<file path="src/rtl/opshift_pkg.sv">
package opshift_pkg;

    typedef enum logic [1:0] {
        SH_LSL = 2'b00,
        SH_LSR = 2'b01,
        SH_ASR = 2'b10,
        SH_ROR = 2'b11
    } sh_kind_e;

    localparam int SH_KINDS = 4;

endpackage

</file>
<file path="src/rtl/opshift_stages.sv">
// Logarithmic shift chain for one shift kind; stage s moves by 2**s when amt_i[s] is set.
module opshift_stages #(
    parameter int WIDTH = 32,
    parameter int AMT_W = 5,
    parameter int KIND  = 0
) (
    input  logic [WIDTH-1:0] val_i,
    input  logic [AMT_W-1:0] amt_i,
    output logic [WIDTH-1:0] val_o
);

    logic [WIDTH-1:0] st [AMT_W+1];

    assign st[0] = val_i;

    for (genvar s = 0; s < AMT_W; s++) begin : g_stage
        localparam int SH = 1 << s;
        logic [WIDTH-1:0] moved;

        if (KIND == 0) begin : g_left
            assign moved = st[s] << SH;
        end else if (KIND == 1) begin : g_right_zero
            assign moved = st[s] >> SH;
        end else if (KIND == 2) begin : g_right_sign
            assign moved = $signed(st[s]) >>> SH;
        end else begin : g_rotate
            assign moved = (st[s] >> SH) | (st[s] << (WIDTH - SH));
        end

        assign st[s+1] = amt_i[s] ? moved : st[s];
    end

    assign val_o = st[AMT_W];

endmodule

</file>
<file path="src/rtl/opshift_carry.sv">
// Picks the last bit shifted out, or passes the incoming carry when nothing leaves the word.
module opshift_carry
    import opshift_pkg::*;
#(
    parameter int WIDTH = 32,
    parameter int AMT_W = 5
) (
    input  logic [WIDTH-1:0] val_i,
    input  logic [AMT_W-1:0] amt_i,
    input  sh_kind_e         kind_i,
    input  logic             ext_i,
    input  logic             carry_i,
    output logic             carry_o
);

    logic [AMT_W-1:0] idx_low;
    logic [AMT_W-1:0] idx_high;

    always_comb begin
        idx_low  = amt_i - AMT_W'(1);
        idx_high = AMT_W'(0) - amt_i;
        if (ext_i) begin
            carry_o = val_i[0];
        end else if (amt_i == '0) begin
            carry_o = carry_i;
        end else begin
            unique case (kind_i)
                SH_LSL:  carry_o = val_i[idx_high];
                SH_LSR,
                SH_ASR,
                SH_ROR:  carry_o = val_i[idx_low];
                default: carry_o = carry_i;
            endcase
        end
    end

endmodule

</file>
<file path="src/rtl/opshift_unit.sv">
module opshift_unit
    import opshift_pkg::*;
#(
    parameter  int WIDTH = 32,
    localparam int AMT_W = $clog2(WIDTH)
) (
    input  logic [WIDTH-1:0] opnd_i,
    input  logic [1:0]       kind_i,
    input  logic [AMT_W-1:0] amt_i,
    input  logic             ext_rot_i,
    input  logic             carry_i,
    output logic [WIDTH-1:0] result_o,
    output logic             carry_o
);

    sh_kind_e         kind;
    logic [WIDTH-1:0] cand [SH_KINDS];
    logic [WIDTH-1:0] ext_val;

    assign kind    = sh_kind_e'(kind_i);
    assign ext_val = {carry_i, opnd_i[WIDTH-1:1]};

    for (genvar k = 0; k < SH_KINDS; k++) begin : g_kind
        opshift_stages #(
            .WIDTH (WIDTH),
            .AMT_W (AMT_W),
            .KIND  (k)
        ) u_stages (
            .val_i (opnd_i),
            .amt_i (amt_i),
            .val_o (cand[k])
        );
    end

    opshift_carry #(
        .WIDTH (WIDTH),
        .AMT_W (AMT_W)
    ) u_carry (
        .val_i   (opnd_i),
        .amt_i   (amt_i),
        .kind_i  (kind),
        .ext_i   (ext_rot_i),
        .carry_i (carry_i),
        .carry_o (carry_o)
    );

    always_comb begin
        if (ext_rot_i) begin
            result_o = ext_val;
        end else begin
            unique case (kind)
                SH_LSL:  result_o = cand[0];
                SH_LSR:  result_o = cand[1];
                SH_ASR:  result_o = cand[2];
                SH_ROR:  result_o = cand[3];
                default: result_o = opnd_i;
            endcase
        end
    end

    // Output checks against the port-level rules
    always_comb begin
        if (!ext_rot_i && amt_i == '0) begin
            assert_zero_pass_R1: assert (result_o == opnd_i && carry_o == carry_i)
                else $error("R1 pass-through broken");
        end
        if (!ext_rot_i && amt_i != '0 && kind == SH_LSL) begin
            assert_left_fill_R2: assert (result_o[0] == 1'b0)
                else $error("R2 left shift did not zero-fill");
        end
        if (!ext_rot_i && amt_i != '0 && kind == SH_LSR) begin
            assert_right_fill_R3: assert (result_o[WIDTH-1] == 1'b0)
                else $error("R3 right shift did not zero-fill");
        end
        if (!ext_rot_i && amt_i != '0 && kind == SH_ASR) begin
            assert_sign_fill_R4: assert (result_o[WIDTH-1] == opnd_i[WIDTH-1])
                else $error("R4 sign not replicated");
        end
        if (!ext_rot_i && kind == SH_ROR) begin
            assert_rot_ones_R5: assert ($countones(result_o) == $countones(opnd_i))
                else $error("R5 rotation changed bit count");
        end
        if (ext_rot_i) begin
            assert_ext_rot_R6: assert (result_o[WIDTH-1] == carry_i && carry_o == opnd_i[0])
                else $error("R6 extended rotate wrong");
        end
    end

endmodule

</file>
<file path="config.mk">
export PLATFORM = sky130hd
export DESIGN_NAME = opshift_unit
export DESIGN_NICKNAME = d
export VERILOG_FILES = /design/src/rtl/opshift_pkg.sv /design/src/rtl/opshift_stages.sv /design/src/rtl/opshift_carry.sv /design/src/rtl/opshift_unit.sv
export SDC_FILE = /design/constraint.sdc
export NUM_CORES = 1
export LEC_CHECK = 0
export ABC_AREA = 1
export BUFFER_PORTS_ARGS = -buffer_cell sky130_fd_sc_hd__buf_2
export CAP_MARGIN = 30
export CORE_MARGIN = 1.5
export CORE_UTILIZATION = 30
export DETAILED_ROUTE_END_ITERATION = 16
export PLACE_DENSITY_LB_ADDON = 0.2
export SETUP_SLACK_MARGIN = 0.4
export SYNTH_ARGS = -nofsm -noshare
export SYNTH_HDL_FRONTEND = slang
export SYNTH_SLANG_ARGS = --single-unit
export TNS_END_PERCENT = 50
</file>
<file path="constraint.sdc">
create_clock -name vclk -period 3.9
set_input_delay 0.39 -clock vclk [all_inputs]
set_output_delay 0.39 -clock vclk [all_outputs]
set_load 0.02 [all_outputs]
</file>
==> metrics.csv <==
stage;metric;value;unit
yosys;synth_cell_types;36;
critical_path;endpoint_kind;output port;
sta;finalSetupTns;0;ns
detailed_routing;wl;28.0;mm
detailed_routing;antenna_left;0;
detailed_routing;drt_iter0_markers;1453;
final_layout;area_growth;6.56;%
final_layout;stdcell_area;5830;sq um
clock_network;post_cts_resized;0;
worst_hold_path;hold_path.class;in2out;
global_routing;grt_max_degree;78;
pwr;power_density;166;nW/um^2
final_layout;seq_cell_count;0;
die;top_level_ports;74;
yosys;synth_area;5480;sq um
final_layout;antenna_cells;0;
pwr;comb_power_share;1.000;
detailed_routing;viasPerCell;5.91;
sta;slew_headroom;0.429;
die;start_util;0.306;
yosys;synth_area_leaders;nand3_1 (36%), nand2_1 (31%), nor2_1 (5.6%);
yosys;synth_seq_area_share;0;
pwr;power.leakage;3.12;nW
yosys;yosysTopAreaCell;nand3_1;
final_layout;clkbuf_count;0;
sta;final-hold-violation-count;0;
sta;maxSlewViolCount;0;
placement;gp_congestion;1.03;
pwr;internal_power;0.000280;W
critical_path;crit_type;in2out;
yosys;avgSynthCellArea;4.59;sq um
pwr;swShare;0.712;
sta;layout_min_cycle_time;3.14;ns
yosys;yosysWarningCount;0;
placement;dp_hpwl;21.4;mm
sta;fin_crit_sh;0.805;
die;die-width;138;microns
final_layout;final_common_cell;nand2_1;
die;core_area;17900;sq um
critical_path;cp.required;3.51;ns
sta;finalSetupViolCount;0;
detailed_routing;avgRoutedWirePerCell;19.6;microns
detailed_routing;drc;0;
clock_network;cts_hold_buf;0;
final_layout;final-seq-area;0;sq um
detailed_routing;dr.pass1.iters;6;
die;die_area;19100;sq um
sta;rsz0062_at_grt;false;
pwr;pwr-share-clk;0;
global_routing;grt_pass1_vias;7289;
clock_network;cts_setup_buffers;0;
critical_path;setup.worst_path.start_class;input pin;
pwr;pwr-share-seq;0;
final_layout;final_cell_mix;nand2_1 (446), nand3_1 (397), nor2_1 (81);
run;drv_cap;0;
outcome;status;finished clean;
final_layout;final_nets;1247;
final_layout;fillers;2184;
placement;portBuffers;74;
pwr;ir_drop;0.0000470;V
yosys;syn_inst;1192;
final_layout;multi_input_area;4870;sq um
global_routing;grt_pass1_wl;42.6;mm
detailed_routing;vias;8461;
final_layout;layout-drive-gt1-share;0.117;
pwr;p_sw;0.000690;W
critical_path;crit_arrival;2.75;ns
yosys;synth.top_cell.area_share;0.363;
placement;dpl-instance-area;5830;sq um
global_routing;track_usage;0.279;
global_routing;grt_antenna_before_repair;0;
critical_path;path_max_fanout;34;
sta;fmax;318;MHz
die;die_height;138;microns
yosys;synth_fp_nets;1235;
global_routing;grt-ovfl-total;0;
die;core.rowCount;49;
sta;tightest_slew;0.857;ns
-- cells by family (layout without fill, tap and decap cells) --
logic type / after synthesis / in the layout / synth area share
xor gates and xnor gates: 3 / 3 / 0.00754
AOI/OAI and AO/OA: 89 / 89 / 0.0894
and+or+nand+nor: 975 / 975 / 0.787
adders and majority gates: 2 / 2 / 0.00457
buffers and inverters: 123 / 133 / 0.111
-- stage by stage --
stage	std cells	power [W]	hold WS, ns	worst slack (ns)	util
6_report	1431	0.000970	1.16	0.760	0.326
5_1_grt	1431	0.00106	1.18	0.577	0.326
4_1_cts	1431	0.000941	1.16	0.828	0.326
3_5_place_dp	1431	0.000938	1.16	0.829	0.326
3_3_place_gp	1431	0.000943	1.17	0.872	0.326
2_1_floorplan	1192	0.000668	0.946	1.15	-
-- path summary, 6_finish.rpt --
kind / start / endpoint / slack, ns / cells after the start
setup / recovery: amt_i[0] / carry_o / 0.76 / 12
hold / removal: opnd_i[25] / result_o[24] / 1.16 / 4
-- power by group through the flow --
stage / sequential, W / combinational, W / clock (W)
finish: 0 / 0.000970 / 0
global route: 0 / 0.00106 / 0
CTS: 0 / 0.000941 / 0
detailed placement: 0 / 0.000938 / 0
global placement: 0 / 0.000943 / 0
floorplan: 0 / 0.000668 / 0
-- routing by layer --
layer,global-route usage,share of wire,vias to the layer above
met1,0.393,0.41,3793
met3,0.0312,0.11,92
met4,0.135,0.061,0
met2,0.422,0.42,559
li1,-,-,4017
met5,0,0,-
-- final cells by class --
type / count / area share
inverter: 40 / 0.0266
multi-input combinational: 1069 / 0.834
timing repair buffer: 93 / 0.0901
tap: 229 / 0.0491
-- cells in the mapped netlist (all sizes together), types with 2 or more instances --
master and n:
nand2 465, nand3 402, nor2 84, buf 67, inv 40, o21ai 39, a21oi 32, clkbuf 16
and2 10, o211ai 8, or2 8, a31oi 5, nand4 4, ha 2, xor2 2
-- critical path, cell delays in order --
cell	delay (ns)
buf_2	0.12
inv_6	0.12
ha_1	0.69
inv_1	0.40
nand3_1	0.19
nand3_1	0.10
nand3_1	0.12
nand3_1	0.07
nand3_1	0.08
nand3_1	0.13
a21oi_1	0.15
buf_2	0.17
Power figures use the tool's default switching activity.
